## src/rtl/irac_pkg.sv

```systemverilog
package irac_pkg;

  // byte offsets of the host ports
  localparam int OFS_CSR  = 'h10;
  localparam int OFS_ADDR = 'h12;
  localparam int OFS_CFG  = 'h16;
  localparam int OFS_SRST = 'h20;

  // control/status register numbers
  localparam int IDX_CTL  = 0;
  localparam int IDX_MASK = 3;
  localparam int IDX_TEN  = 4;
  localparam int IDX_MODE = 15;
  localparam int IDX_TEST = 124;

  // bit positions inside the command/status word
  localparam int B_INIT  = 0;
  localparam int B_START = 1;
  localparam int B_STOP  = 2;
  localparam int B_TXON  = 3;
  localparam int B_RXON  = 4;
  localparam int B_IE    = 6;
  localparam int B_IRQ   = 7;
  localparam int B_ST0   = 8;

  // status sources; the init-done flag is the highest one
  localparam int NSRC = 6;

  typedef enum logic [1:0] {
    RS_NONE,
    RS_CSR,
    RS_ADDR,
    RS_CFG
  } rsel_e;

  typedef struct packed {
    logic  csr_we;
    logic  cfg_we;
    logic  addr_we;
    logic  srst_rd;
    rsel_e rsel;
  } port_sel_t;

endpackage

```

## src/rtl/irac_port_dec.sv

```systemverilog
module irac_port_dec
  import irac_pkg::*;
#(
  parameter int AW = 7,
  parameter int OW = 6
) (
  input  logic          clk_i,
  input  logic          rst_i,
  input  logic          bus_wr_i,
  input  logic          bus_rd_i,
  input  logic [OW-1:0] bus_ofs_i,
  input  logic [AW-1:0] addr_wdata_i,
  output port_sel_t     sel_o,
  output logic [AW-1:0] addr_o,
  output logic          srst_o
);

  logic [AW-1:0] addr_q;
  logic          srst_q;

  always_comb begin
    sel_o         = '0;
    sel_o.csr_we  = bus_wr_i && (bus_ofs_i == OW'(OFS_CSR));
    sel_o.cfg_we  = bus_wr_i && (bus_ofs_i == OW'(OFS_CFG));
    sel_o.addr_we = bus_wr_i && (bus_ofs_i == OW'(OFS_ADDR));
    sel_o.srst_rd = bus_rd_i && !bus_wr_i && (bus_ofs_i == OW'(OFS_SRST));
    sel_o.rsel    = RS_NONE;
    if (bus_rd_i) begin
      if (bus_ofs_i == OW'(OFS_CSR))       sel_o.rsel = RS_CSR;
      else if (bus_ofs_i == OW'(OFS_ADDR)) sel_o.rsel = RS_ADDR;
      else if (bus_ofs_i == OW'(OFS_CFG))  sel_o.rsel = RS_CFG;
    end
  end

  // address port: deliberately outside every reset
  always_ff @(posedge clk_i) begin
    if (sel_o.addr_we) addr_q <= addr_wdata_i;
  end

  // soft-reset pulse, one cycle after the triggering read
  always_ff @(posedge clk_i) begin
    if (rst_i) srst_q <= 1'b0;
    else       srst_q <= sel_o.srst_rd;
  end

  assign addr_o = addr_q;
  assign srst_o = srst_q;

  AST_SRST_PULSE: assert property (@(posedge clk_i) disable iff (rst_i)
    (bus_rd_i && !bus_wr_i && bus_ofs_i == OW'(OFS_SRST)) |=> srst_o)
    else $error("soft reset pulse missing");
  AST_ADDR_HOLDS: assert property (@(posedge clk_i)
    !(bus_wr_i && bus_ofs_i == OW'(OFS_ADDR)) |=> $stable(addr_o))
    else $error("address port changed without a write");

endmodule

```

## src/rtl/irac_cfg_bank.sv

```systemverilog
module irac_cfg_bank #(
  parameter int DW   = 16,
  parameter int AW   = 7,
  parameter int NCFG = 8
) (
  input  logic               clk_i,
  input  logic               rst_i,
  input  logic               we_i,
  input  logic [AW-1:0]      idx_i,
  input  logic [DW-1:0]      wdata_i,
  output logic [DW-1:0]      rdata_o,
  output logic [NCFG*DW-1:0] cfg_o
);

  localparam int IW = (NCFG > 1) ? $clog2(NCFG) : 1;

  logic [DW-1:0] bank_q [NCFG];
  logic          hit;
  logic [IW-1:0] slot;

  assign hit  = (idx_i < AW'(NCFG));
  assign slot = idx_i[IW-1:0];

  always_ff @(posedge clk_i) begin
    if (rst_i) begin
      for (int i = 0; i < NCFG; i++) bank_q[i] <= '0;
    end else if (we_i && hit) begin
      bank_q[slot] <= wdata_i;
    end
  end

  assign rdata_o = hit ? bank_q[slot] : '0;

  for (genvar g = 0; g < NCFG; g++) begin : g_flat
    assign cfg_o[g*DW +: DW] = bank_q[g];
  end

endmodule

```

## src/rtl/irac_csr_bank.sv

```systemverilog
module irac_csr_bank
  import irac_pkg::*;
#(
  parameter int DW = 16,
  parameter int AW = 7
) (
  input  logic            clk_i,
  input  logic            rst_i,
  input  logic            we_i,
  input  logic [AW-1:0]   idx_i,
  input  logic [DW-1:0]   wdata_i,
  input  logic [NSRC-2:0] ev_i,
  output logic [DW-1:0]   rdata_o,
  output logic            tx_en_o,
  output logic            rx_en_o,
  output logic            init_req_o,
  output logic            ptr_rst_o,
  output logic            irq_o,
  output logic            runt_o,
  output logic [DW-1:0]   mode_o
);

  logic            run_q, stopped_q, ie_q, ten_q, runt_q;
  logic            irq_q, init_q, ptr_q;
  logic [NSRC-1:0] st_q, mask_q, st_d, st_clr, st_set;
  logic [DW-1:0]   mode_q;

  logic ctl_we, mask_we, ten_we, mode_we, test_we;
  logic stop_cmd, start_cmd, init_cmd, pend;

  assign ctl_we  = we_i && (idx_i == AW'(IDX_CTL));
  assign mask_we = we_i && (idx_i == AW'(IDX_MASK));
  assign ten_we  = we_i && (idx_i == AW'(IDX_TEN));
  assign mode_we = we_i && (idx_i == AW'(IDX_MODE));
  assign test_we = we_i && (idx_i == AW'(IDX_TEST));

  // stop takes priority over init and start in the same write
  assign stop_cmd  = ctl_we && wdata_i[B_STOP];
  assign start_cmd = ctl_we && wdata_i[B_START] && !stop_cmd;
  assign init_cmd  = ctl_we && wdata_i[B_INIT] && !stop_cmd;

  assign st_clr = ctl_we ? wdata_i[B_ST0 +: NSRC] : '0;
  assign st_set = {init_cmd, ev_i};

  // sticky flags: a set in the same cycle beats the write-one clear
  always_comb begin
    if (stop_cmd) st_d = '0;
    else          st_d = (st_q & ~st_clr) | st_set;
  end

  assign pend = ie_q && |(st_q & ~mask_q);

  always_ff @(posedge clk_i) begin
    if (rst_i) begin
      run_q     <= 1'b0;
      stopped_q <= 1'b1;
      ie_q      <= 1'b0;
      st_q      <= '0;
      mask_q    <= '0;
      ten_q     <= 1'b0;
      mode_q    <= '0;
      runt_q    <= 1'b0;
      irq_q     <= 1'b0;
      init_q    <= 1'b0;
      ptr_q     <= 1'b0;
    end else begin
      st_q   <= st_d;
      irq_q  <= pend;
      init_q <= init_cmd;
      ptr_q  <= stop_cmd;
      if (stop_cmd) begin
        run_q     <= 1'b0;
        stopped_q <= 1'b1;
      end else if (start_cmd) begin
        run_q     <= 1'b1;
        stopped_q <= 1'b0;
      end
      if (ctl_we)            ie_q   <= wdata_i[B_IE];
      if (mask_we)           mask_q <= wdata_i[B_ST0 +: NSRC];
      if (ten_we)            ten_q  <= wdata_i[0];
      if (mode_we)           mode_q <= wdata_i;
      if (test_we && ten_q)  runt_q <= wdata_i[0];
    end
  end

  always_comb begin
    rdata_o = '0;
    if (idx_i == AW'(IDX_CTL)) begin
      rdata_o[B_START]           = run_q;
      rdata_o[B_STOP]            = stopped_q;
      rdata_o[B_TXON]            = run_q;
      rdata_o[B_RXON]            = run_q;
      rdata_o[B_IE]              = ie_q;
      rdata_o[B_IRQ]             = pend;
      rdata_o[B_ST0 +: NSRC]     = st_q;
    end else if (idx_i == AW'(IDX_MASK)) begin
      rdata_o[B_ST0 +: NSRC]     = mask_q;
    end else if (idx_i == AW'(IDX_TEN)) begin
      rdata_o[0]                 = ten_q;
    end else if (idx_i == AW'(IDX_MODE)) begin
      rdata_o                    = mode_q;
    end else if (idx_i == AW'(IDX_TEST)) begin
      rdata_o[0]                 = ten_q && runt_q;
    end
  end

  assign tx_en_o    = run_q;
  assign rx_en_o    = run_q;
  assign init_req_o = init_q;
  assign ptr_rst_o  = ptr_q;
  assign irq_o      = irq_q;
  assign runt_o     = runt_q;
  assign mode_o     = mode_q;

  AST_STOP_HALTS: assert property (@(posedge clk_i) disable iff (rst_i)
    stop_cmd |=> (!tx_en_o && !rx_en_o && ptr_rst_o && st_q == '0))
    else $error("stop did not halt");
  AST_STOP_KEEPS_CFG: assert property (@(posedge clk_i) disable iff (rst_i)
    stop_cmd |=> ($stable(mode_o) && $stable(mask_q) && $stable(runt_o)))
    else $error("stop altered configuration");
  AST_INIT_START: assert property (@(posedge clk_i) disable iff (rst_i)
    (start_cmd && init_cmd) |=> (init_req_o && tx_en_o && st_q[NSRC-1]))
    else $error("init with start lost one of them");
  AST_IRQ_NEEDS_IE: assert property (@(posedge clk_i) disable iff (rst_i)
    !ie_q |=> !irq_o)
    else $error("interrupt while disabled");
  AST_TEST_LOCKED: assert property (@(posedge clk_i) disable iff (rst_i)
    (test_we && !ten_q) |=> $stable(runt_o))
    else $error("test register written while locked");

  for (genvar g = 0; g < NSRC-1; g++) begin : g_evt
    AST_EVT_STICKS: assert property (@(posedge clk_i) disable iff (rst_i)
      (ev_i[g] && !stop_cmd) |=> st_q[g])
      else $error("status event lost");
  end

endmodule

```

## src/rtl/indirect_reg_ctrl.sv

```systemverilog
module indirect_reg_ctrl
  import irac_pkg::*;
#(
  parameter int DW   = 16,
  parameter int AW   = 7,
  parameter int OW   = 6,
  parameter int NCFG = 8
) (
  input  logic               clk_i,
  input  logic               rst_i,
  input  logic               bus_wr_i,
  input  logic               bus_rd_i,
  input  logic [OW-1:0]      bus_ofs_i,
  input  logic [DW-1:0]      bus_wdata_i,
  output logic [DW-1:0]      bus_rdata_o,
  input  logic [NSRC-2:0]    event_i,
  output logic               tx_en_o,
  output logic               rx_en_o,
  output logic               init_req_o,
  output logic               ptr_rst_o,
  output logic               irq_o,
  output logic               runt_accept_o,
  output logic [DW-1:0]      mode_o,
  output logic [NCFG*DW-1:0] cfg_o,
  output logic               soft_rst_o
);

  port_sel_t     sel;
  logic [AW-1:0] addr;
  logic          srst;
  logic          rst_int;
  logic [DW-1:0] csr_rdata, cfg_rdata, rdata_q;

  assign rst_int = rst_i || srst;

  irac_port_dec #(.AW(AW), .OW(OW)) u_dec (
    .clk_i        (clk_i),
    .rst_i        (rst_i),
    .bus_wr_i     (bus_wr_i),
    .bus_rd_i     (bus_rd_i),
    .bus_ofs_i    (bus_ofs_i),
    .addr_wdata_i (bus_wdata_i[AW-1:0]),
    .sel_o        (sel),
    .addr_o       (addr),
    .srst_o       (srst)
  );

  irac_csr_bank #(.DW(DW), .AW(AW)) u_csr (
    .clk_i      (clk_i),
    .rst_i      (rst_int),
    .we_i       (sel.csr_we),
    .idx_i      (addr),
    .wdata_i    (bus_wdata_i),
    .ev_i       (event_i),
    .rdata_o    (csr_rdata),
    .tx_en_o    (tx_en_o),
    .rx_en_o    (rx_en_o),
    .init_req_o (init_req_o),
    .ptr_rst_o  (ptr_rst_o),
    .irq_o      (irq_o),
    .runt_o     (runt_accept_o),
    .mode_o     (mode_o)
  );

  irac_cfg_bank #(.DW(DW), .AW(AW), .NCFG(NCFG)) u_cfg (
    .clk_i   (clk_i),
    .rst_i   (rst_int),
    .we_i    (sel.cfg_we),
    .idx_i   (addr),
    .wdata_i (bus_wdata_i),
    .rdata_o (cfg_rdata),
    .cfg_o   (cfg_o)
  );

  always_ff @(posedge clk_i) begin
    if (rst_int) begin
      rdata_q <= '0;
    end else if (bus_rd_i) begin
      unique case (sel.rsel)
        RS_CSR:  rdata_q <= csr_rdata;
        RS_ADDR: rdata_q <= DW'(addr);
        RS_CFG:  rdata_q <= cfg_rdata;
        default: rdata_q <= '0;
      endcase
    end
  end

  assign bus_rdata_o = rdata_q;
  assign soft_rst_o  = srst;

  AST_SRST_CLEARS: assert property (@(posedge clk_i) disable iff (rst_i)
    soft_rst_o |=> (!tx_en_o && mode_o == '0 && !runt_accept_o))
    else $error("soft reset left state behind");

endmodule

```

## config.mk

```make
export PLATFORM = sky130hd
export DESIGN_NAME = indirect_reg_ctrl
export DESIGN_NICKNAME = d
export VERILOG_FILES = /design/src/rtl/irac_pkg.sv /design/src/rtl/irac_port_dec.sv /design/src/rtl/irac_cfg_bank.sv /design/src/rtl/irac_csr_bank.sv /design/src/rtl/indirect_reg_ctrl.sv
export SDC_FILE = /design/constraint.sdc
export NUM_CORES = 1
export LEC_CHECK = 0
export BUFFER_PORTS_ARGS = -buffer_cell sky130_fd_sc_hd__buf_2
export CAP_MARGIN = 20
export CORE_ASPECT_RATIO = 0.6
export CORE_UTILIZATION = 48
export DETAILED_ROUTE_END_ITERATION = 7
export GPL_ROUTABILITY_DRIVEN = 0
export PLACE_DENSITY = 0.72
export SYNTH_ARGS = -nofsm -noshare
export SYNTH_HDL_FRONTEND = slang
export SYNTH_SLANG_ARGS = --single-unit
export TNS_END_PERCENT = 20
```

## constraint.sdc

```tcl
create_clock -name clk_i -period 3.1 [get_ports clk_i]
set_input_delay 0 -clock clk_i [delete_from_list [all_inputs] [get_ports clk_i]]
set_output_delay 0 -clock clk_i [all_outputs]
set_load 0.02 [all_outputs]
```

==> metrics.log, run 1 <==
[metrics] result of the run: complete, no violations
[metrics] Worst Path Class, Setup: reg2reg
[metrics] Syn Inst Count: 642
[metrics] TritonCTS Sinks: 191
[metrics] port buffer count: 197
[metrics] standard-cell row count: 37
[metrics] Hold EP: u_csr.mode_o[11]$_SDFFE_PP0P_
[metrics] vias: 6492
[metrics] maximum fanout along the worst path: 14
[metrics] Reg2Reg Launch Point: u_dec.addr_o[3]$_DFFE_PP_
[metrics] final net count: 898
[metrics] Switching Share: 24.25%
[metrics] non-filler cells in the finished layout: 1114
[metrics] fraction of layout instances using a drive strength above 1: 35.68%
[metrics] Syn Area/Cell: 13.43 um2
[metrics] iteration count of the initial detailed-routing pass: 5
[metrics] layout filler cell count: 1379
[metrics] final count of hold timing violations: 0
[metrics] Vert. Die Dim: 105.8 um
[metrics] Floorplan Core Area: 17360 um2
[metrics] routed length on met3: 2965 um
[metrics] Area growth syn-to-layout: 24.28%
[metrics] maximum buffer depth of the clock tree: 2
[metrics] number of enable flip-flop cells after synthesis: 135
[metrics] leading post-synthesis cells by cell area: sky130_fd_sc_hd__edfxtp_1 (47%), sky130_fd_sc_hd__dfxtp_1 (13%), sky130_fd_sc_hd__and2_1 (9.5%), sky130_fd_sc_hd__mux4_2 (8.4%), sky130_fd_sc_hd__mux2i_1 (4.1%)
[metrics] final count of pins violating max slew: 0
[metrics] endpoints failing setup: 0
[metrics] Post-Syn Nets: 673
[metrics] total power density per cell area: 495.2 nW/um2
[metrics] proportion of power drawn by the clock network: 41.0%
[metrics] H-Tree Level Count: 4
[metrics] buffers inserted during post-CTS setup optimization: 0
[metrics] flop and latch count out of synthesis: 191
[metrics] internal power component: 4.019 mW
[metrics] detailed route wirelength on metal2: 11290 um
[metrics] antenna diode instance count: 0
[metrics] insertion delay of the later-clocked pin in the worst-skew pair: 430 ps
[metrics] worst reg-to-reg path cell count: 6
[metrics] source of the worst hold timing path: bus_wdata_i[11]
[metrics] drt initial violations: 748
[metrics] starting utilization of the core area: 49.66%
[metrics] placed cell area: 9915 um2
[metrics] detailed-route wire length: 25280 um
[metrics] initial antenna violation count: 0
[metrics] die footprint: 18520 um2
[metrics] measured slew at the worst slew-check pin: 801.2 ps
[metrics] Data required, critical path: 3410 ps
[metrics] top metal layer carrying routed signals: met4
[metrics] Maximum Capacitance Violations: 0
[metrics] wire length of the first global-routing pass: 37650 um
[metrics] minimum period implied by the final worst setup slack: 2684 ps
[metrics] Final period util: 86.57%
[metrics] Achievable Freq: 372.6 MHz
[metrics] Yosys warning total: 0
[metrics] largest net degree at the start of global routing: 34
[metrics] via count of the first global-routing pass: 6252
[metrics] proportion of power drawn by combinational gates: 6.0%
[metrics] total overflow reported by the global router: 0
[metrics] Clock Skew: 13.66 ps
[metrics] cell area after synthesis: 8622 um2
[metrics] count of antenna-violating nets left after detailed routing: 0
[metrics] fraction of synthesized cell area taken by the top area cell type: 47.02%
[metrics] element type at the critical path end: register
[metrics] path category of the worst min-delay check: in2reg
[metrics] Multi-input gate area: 3216 um2
[metrics] Final Total Pwr: 5.306 mW
[metrics] die extent in x: 175.0 um
[metrics] clock-pin slew on the worst setup and hold paths: 80 ps
[metrics] Top Ports: 198
[metrics] cell chosen for the clock root: sky130_fd_sc_hd__clkbuf_16
[metrics] routed vias/inst: 5.828
[metrics] Reg2Reg Capture Point: u_csr.mode_o[12]$_SDFFE_PP0P_
[metrics] fraction of registers with async set or reset after synthesis: 0%
[metrics] unrepaired setup endpoints after global routing: false
[metrics] post-DP HPWL: 18740 um
[metrics] Peak VDD IR: 0.0003765 V
[metrics] fin area: 10720 um2
[metrics] Post-synth top flop: sky130_fd_sc_hd__edfxtp_1
[metrics] total CTS buffers: 17
[metrics] sequential fraction of design power: 53.0%
[metrics] global-route total usage across every layer: 27.70%
[metrics] number of distinct library cell variants in the gate-level netlist after synthesis: 57
[metrics] net switching power figure: 1.287 mW
[metrics] Seq. cell area: 5176 um2
[metrics] share of the yosys chip area belonging to registers: 60.02%
[metrics] data arrival time of the critical path: 3000 ps
[metrics] placed cells: 1060
[metrics] worst reg2reg setup slack: 420 ps
[metrics] Post-route DRC: 0
[metrics] wl on met1: 10750 um
[metrics] dominant cell type by area after synthesis: sky130_fd_sc_hd__edfxtp_1
[metrics] routed wirelength normalized by instance count: 22.69 um
[metrics] clock tree from TritonCTS: yes
[metrics] Startpoint Class: register
[metrics] remaining max-slew budget at the tightest pin: 46.39%
[metrics] Hold Path Depth: 3
[metrics] setup tns final: 0 ps
[metrics] leakage power figure: 4.494 nW
## cell usage in the layout (no fill, tap or decap), types with 3 or more instances in the layout
cell type | Yosys | final
sky130_fd_sc_hd__o22ai_1 | 3 | 3
sky130_fd_sc_hd__dlygate4sd3_1 | 0 | 22
sky130_fd_sc_hd__o211ai_1 | 13 | 13
sky130_fd_sc_hd__nor2_1 | 33 | 33
sky130_fd_sc_hd__mux2_2 | 6 | 6
sky130_fd_sc_hd__mux4_2 | 32 | 32
sky130_fd_sc_hd__nor4_1 | 3 | 3
sky130_fd_sc_hd__and2_1 | 131 | 131
sky130_fd_sc_hd__nand2_1 | 32 | 32
sky130_fd_sc_hd__clkinvlp_4 | 0 | 3
sky130_fd_sc_hd__inv_1 | 9 | 9
sky130_fd_sc_hd__a21oi_1 | 20 | 20
sky130_fd_sc_hd__inv_6 | 0 | 3
sky130_fd_sc_hd__clkbuf_16 | 0 | 17
sky130_fd_sc_hd__nor3_4 | 7 | 7
sky130_fd_sc_hd__a22oi_1 | 6 | 6
sky130_fd_sc_hd__edfxtp_1 | 135 | 135
sky130_fd_sc_hd__a221oi_1 | 3 | 3
sky130_fd_sc_hd__nand2_2 | 3 | 3
sky130_fd_sc_hd__mux2i_1 | 35 | 35
sky130_fd_sc_hd__o31ai_1 | 6 | 6
sky130_fd_sc_hd__o21ai_0 | 4 | 4
sky130_fd_sc_hd__nor3_1 | 4 | 4
sky130_fd_sc_hd__o21a_1 | 5 | 5
sky130_fd_sc_hd__nand3_1 | 6 | 6
sky130_fd_sc_hd__buf_4 | 3 | 28
sky130_fd_sc_hd__buf_2 | 13 | 197
sky130_fd_sc_hd__inv_8 | 0 | 3
sky130_fd_sc_hd__dfxtp_1 | 56 | 55
sky130_fd_sc_hd__nand2b_1 | 11 | 11
sky130_fd_sc_hd__nor4_4 | 3 | 3
## state kept, by name, indices dropped and copies added, names as in the netlist, 6 cells and up, named ones only
name          cells
u_cfg.bank_q    128
bus_rdata_o      16
u_csr.mode_o     16
u_dec.addr_o      7
u_csr.mask_q      6
u_csr.st_q        6
## cell usage after synthesis, drive strengths merged, types with 2 or more instances
library cell and instances:
or2 2, nand3b 2, mux2i 35, a21oi 20
edfxtp 135, nor4 6, and3 2, o21a 5
mux2 6, a221oi 3, or4 2, clkbuf 20
nand2b 12, or4b 2, a22oi 6, buf 21
a22o 2, or3 2, and2 131, and4 2
nand3 6, dfxtp 56, o211ai 13, nand2 35
o21ai 4, nand4 2, inv 9, o22ai 3
mux4 32, nor2 34, nor3 12, o31ai 6
## cells by family (layout without fill, tap and decap cells)
kind of cell	Yosys count	in the layout	synth area share [%]
and+or+nand+nor	255	255	18.24
DFF	191	191	60.02
AOI/OAI and AO/OA	73	73	5.849
muxes	73	73	13.21
buffers and inverters	50	288	2.685
## metrics by stage
step / util, % / worst slack [ps] / hold WS (ps)
floorplan: - / 641.8 / 98.87
global route: 61.72 / 291.7 / 34.73
CTS: 61.72 / 507.3 / 19.43
finish: 61.72 / 416.3 / 21.90
detailed placement: 57.11 / 502.4 / 217.3
global placement: 57.11 / 650.7 / 221.1
## routing by layer
| layer | vias to the layer above | GRT usage [%] |
|---|---|---|
| met5 | - | 0 |
| met1 | 3210 | 40.06 |
| met4 | 0 | 5.466 |
| li1 | 2814 | - |
| met2 | 440 | 41.98 |
| met3 | 28 | 7.540 |
## worst max-delay path: stages (launching register included)
cell and delay (ps):
sky130_fd_sc_hd__edfxtp_1 700, sky130_fd_sc_hd__and4_1 660, sky130_fd_sc_hd__nand2_1 130, sky130_fd_sc_hd__nor2_2 480
sky130_fd_sc_hd__buf_4 310, sky130_fd_sc_hd__mux2i_1 230, sky130_fd_sc_hd__nor2_1 50
## power groups by stage
stage                     logic [mW]  clock network [mW]  registers, mW
after global placement         0.294                   0           2.86
after CTS                      0.319                2.19           2.81
final                          0.319                2.18           2.81
after global routing           0.339                2.28           2.81
after detailed placement       0.298                   0           2.87
after floorplan                0.104                   0           2.91
## worst max-delay path by stage
stage                                        to  depth (start not counted)                      start  slack (ps)
2_1_floorplan  u_cfg.bank_q[4][0]$_SDFFCE_PN0P_                          6    u_dec.srst_o$_SDFF_PP0_         640
3_3_place_gp       u_csr.mode_o[6]$_SDFFE_PP0P_                          6  u_dec.addr_o[1]$_DFFE_PP_         650
5_1_grt           u_csr.mode_o[14]$_SDFFE_PP0P_                          6  u_dec.addr_o[3]$_DFFE_PP_         290
4_1_cts           u_csr.mode_o[12]$_SDFFE_PP0P_                          6  u_dec.addr_o[3]$_DFFE_PP_         510
3_5_place_dp      u_csr.mode_o[12]$_SDFFE_PP0P_                          6  u_dec.addr_o[3]$_DFFE_PP_         500
6_report          u_csr.mode_o[12]$_SDFFE_PP0P_                          6  u_dec.addr_o[3]$_DFFE_PP_         420
## cell type report
class / count / area share [%]
flip-flops and latches: 191 / 48.31
multi-input cells: 401 / 30.01
repair buffers: 247 / 13.22
clock buffers: 17 / 3.970
well taps: 234 / 2.732
clock inverters: 15 / 1.448
inverters: 9 / 0.3153
## timing repair
item	in CTS	in global routing
hold buffers	22	0
endpoints found under the hold margin	33	0
gates resized for setup	0	0
No activity file was read; power rests on OpenSTA's default activity.
==> run 2, diff against run 1 <==
- REMOVE_ABC_BUFFERS: default -> 1
- TNS_END_PERCENT: 20 -> 50
==> metrics.log, run 2 (same netlist as run 1, synthesis figures left out) <==
[metrics] endpoints failing setup: 0 (unchanged)
[metrics] worst reg-to-reg path cell count: 6 (unchanged)
[metrics] Largest Register: u_cfg.bank_q (unchanged)
[metrics] drt initial violations: 881 (was 748)
[metrics] Hold Path Depth: 3 (unchanged)
[metrics] max reg flops: 128 (unchanged)
[metrics] Top Ports: 198 (unchanged)
[metrics] global-route total usage across every layer: 29.71% (was 27.70%)
[metrics] die extent in x: 175.0 um (unchanged)
[metrics] leakage power figure: 4.528 nW (was 4.494 nW)
[metrics] Worst Hold Slack: 23.79 ps (was 21.90 ps)
[metrics] largest net degree at the start of global routing: 34 (unchanged)
[metrics] worst reg2reg setup slack: 350 ps (was 420 ps)
[metrics] data arrival time of the critical path: 3060 ps (was 3000 ps)
[metrics] Worst Path Class, Setup: reg2reg (unchanged)
[metrics] remaining max-slew budget at the tightest pin: 37.34% (was 46.39%)
[metrics] total CTS buffers: 17 (unchanged)
[metrics] antenna diode instance count: 0 (unchanged)
[metrics] measured slew at the worst slew-check pin: 936.5 ps (was 801.2 ps)
[metrics] cell chosen for the clock root: sky130_fd_sc_hd__clkbuf_16 (unchanged)
[metrics] Area growth syn-to-layout: 24.63% (was 24.28%)
[metrics] buffers inserted during post-CTS setup optimization: 0 (unchanged)
[metrics] standard-cell row count: 37 (unchanged)
[metrics] non-filler cells in the finished layout: 1119 (was 1114)
[metrics] iteration count of the initial detailed-routing pass: 5 (unchanged)
[metrics] setup tns final: 0 ps (unchanged)
[metrics] most frequent standard cell in the layout excluding fill and tap cells: sky130_fd_sc_hd__buf_2 (unchanged)
[metrics] Hold EP: u_csr.mode_o[11]$_SDFFE_PP0P_ (unchanged)
[metrics] placed cells: 1065 (was 1060)
[metrics] port buffer count: 197 (unchanged)
[metrics] Reg2Reg Launch Point: u_dec.addr_o[2]$_DFFE_PP_ (was u_dec.addr_o[3]$_DFFE_PP_)
[metrics] layout filler cell count: 1340 (was 1379)
[metrics] fraction of layout instances using a drive strength above 1: 36.16% (was 35.68%)
[metrics] TritonCTS Sinks: 191 (unchanged)
[metrics] initial antenna violation count: 0 (unchanged)
[metrics] final net count: 903 (was 898)
[metrics] leading cell types in the layout, fill and taps excluded: sky130_fd_sc_hd__buf_2 (197), sky130_fd_sc_hd__edfxtp_1 (135), sky130_fd_sc_hd__and2_1 (131), sky130_fd_sc_hd__dfxtp_1 (55), sky130_fd_sc_hd__mux2i_1 (35) (unchanged)
[metrics] H-Tree Level Count: 4 (unchanged)
[metrics] total power density per cell area: 494.7 nW/um2 (was 495.2 nW/um2)
[metrics] Maximum Capacitance Violations: 0 (unchanged)
[metrics] routed vias/inst: 5.924 (was 5.828)
[metrics] result of the run: complete, no violations (unchanged)
[metrics] Post-route DRC: 0 (unchanged)
[metrics] maximum buffer depth of the clock tree: 2 (unchanged)
[metrics] clock-pin slew on the worst setup and hold paths: 70 ps (was 80 ps)
[metrics] Startpoint Class: register (unchanged)
[metrics] source of the worst hold timing path: bus_wdata_i[11] (unchanged)
[metrics] detailed-route wire length: 27120 um (was 25280 um)
[metrics] final count of pins violating max slew: 0 (unchanged)
[metrics] post-DP HPWL: 19430 um (was 18740 um)
[metrics] Achievable Freq: 364.2 MHz (was 372.6 MHz)
[metrics] die footprint: 18520 um2 (unchanged)
[metrics] total overflow reported by the global router: 0 (unchanged)
[metrics] count of antenna-violating nets left after detailed routing: 0 (unchanged)
[metrics] Final period util: 88.58% (was 86.57%)
[metrics] minimum period implied by the final worst setup slack: 2746 ps (was 2684 ps)
[metrics] clock tree from TritonCTS: yes (unchanged)
[metrics] path category of the worst min-delay check: in2reg (unchanged)
[metrics] vias: 6629 (was 6492)
[metrics] element type at the critical path end: register (unchanged)
[metrics] Clock Skew: 10.66 ps (was 13.66 ps)
[metrics] insertion delay of the later-clocked pin in the worst-skew pair: 430 ps (about the same)
[metrics] maximum fanout along the worst path: 14 (unchanged)
[metrics] Peak VDD IR: 0.0004036 V (was 0.0003765 V)
[metrics] final count of hold timing violations: 0 (unchanged)
[metrics] Reg2Reg Capture Point: u_csr.mode_o[15]$_SDFFE_PP0P_ (was u_csr.mode_o[12]$_SDFFE_PP0P_)
[metrics] wire length of the first global-routing pass: 39240 um (was 37650 um)
[metrics] unrepaired setup endpoints after global routing: false (unchanged)
[metrics] via count of the first global-routing pass: 6167 (was 6252)
[metrics] routed wirelength normalized by instance count: 24.23 um (was 22.69 um)
[metrics] Data required, critical path: 3410 ps (about the same)
[metrics] Vert. Die Dim: 105.8 um (unchanged)
[metrics] starting utilization of the core area: 49.66% (unchanged)
[metrics] Floorplan Core Area: 17360 um2 (unchanged)
-- run 2: routing by layer --
layer  GRT usage, %  vias up  part of all wire, %
met5              0        -                    0
met4          9.752        0                  2.2
met3          7.468       34                   13
met2          41.35      498                   42
met1          44.98     3277                   43
li1               -     2820                    -
-- run 2: worst max-delay path by stage --
stage,from,end,slack [ps]
3_3_place_gp,u_dec.addr_o[1]$_DFFE_PP_,u_csr.mode_o[13]$_SDFFE_PP0P_,610
2_1_floorplan,u_dec.srst_o$_SDFF_PP0_,u_cfg.bank_q[4][0]$_SDFFCE_PN0P_,80
6_report,u_dec.addr_o[2]$_DFFE_PP_,u_csr.mode_o[15]$_SDFFE_PP0P_,350
5_1_grt,u_dec.addr_o[2]$_DFFE_PP_,u_csr.mode_o[7]$_SDFFE_PP0P_,220
4_1_cts,u_dec.addr_o[2]$_DFFE_PP_,u_csr.mode_o[15]$_SDFFE_PP0P_,470
3_5_place_dp,u_dec.addr_o[2]$_DFFE_PP_,u_csr.mode_o[7]$_SDFFE_PP0P_,530
-- run 2: worst max-delay path, cell delays in order, from the launching register on --
cell                       delay (ps)
sky130_fd_sc_hd__edfxtp_1         750
sky130_fd_sc_hd__and4_1           650
sky130_fd_sc_hd__nand2_1          130
sky130_fd_sc_hd__nor2_2           470
sky130_fd_sc_hd__buf_4            330
sky130_fd_sc_hd__mux2i_1          230
sky130_fd_sc_hd__nor2_1            60
-- run 2: metrics by stage --
stage	instance area, um2	utilization, %	worst slack (ps)	power (mW)
final	10750	61.90	354.1	5.316
after global routing	10750	61.90	220.7	5.439
after CTS	10750	61.90	474.1	5.324
after detailed placement	9952	57.33	526.0	3.176
after global placement	9952	57.33	608.3	3.171
after floorplan	8424	-	77.65	3.000
-- run 2: final cells by class --
class | instances | area [um2] | area share, %
repair buffers | 252 | 1454 | 13.53
well taps | 234 | 292.8 | 2.725
clock inverters | 13 | 126.4 | 1.176
inverters | 9 | 33.78 | 0.3144
flip-flops and latches | 191 | 5176 | 48.17
multi-input cells | 401 | 3216 | 29.93
clock buffers | 19 | 446.7 | 4.157
-- run 2: timing repair --
action | CTS | global route
setup endpoints to repair | 0 | 0
hold buffers | 22 | 0
hold endpoints to repair | 36 | 0
gates resized for setup | 0 | 0
-- run 2: report_power, final --
group	switching [mW]	internal [mW]
Clock	1.01	1.16
Sequential	0.0440	2.77
Combinational	0.218	0.115
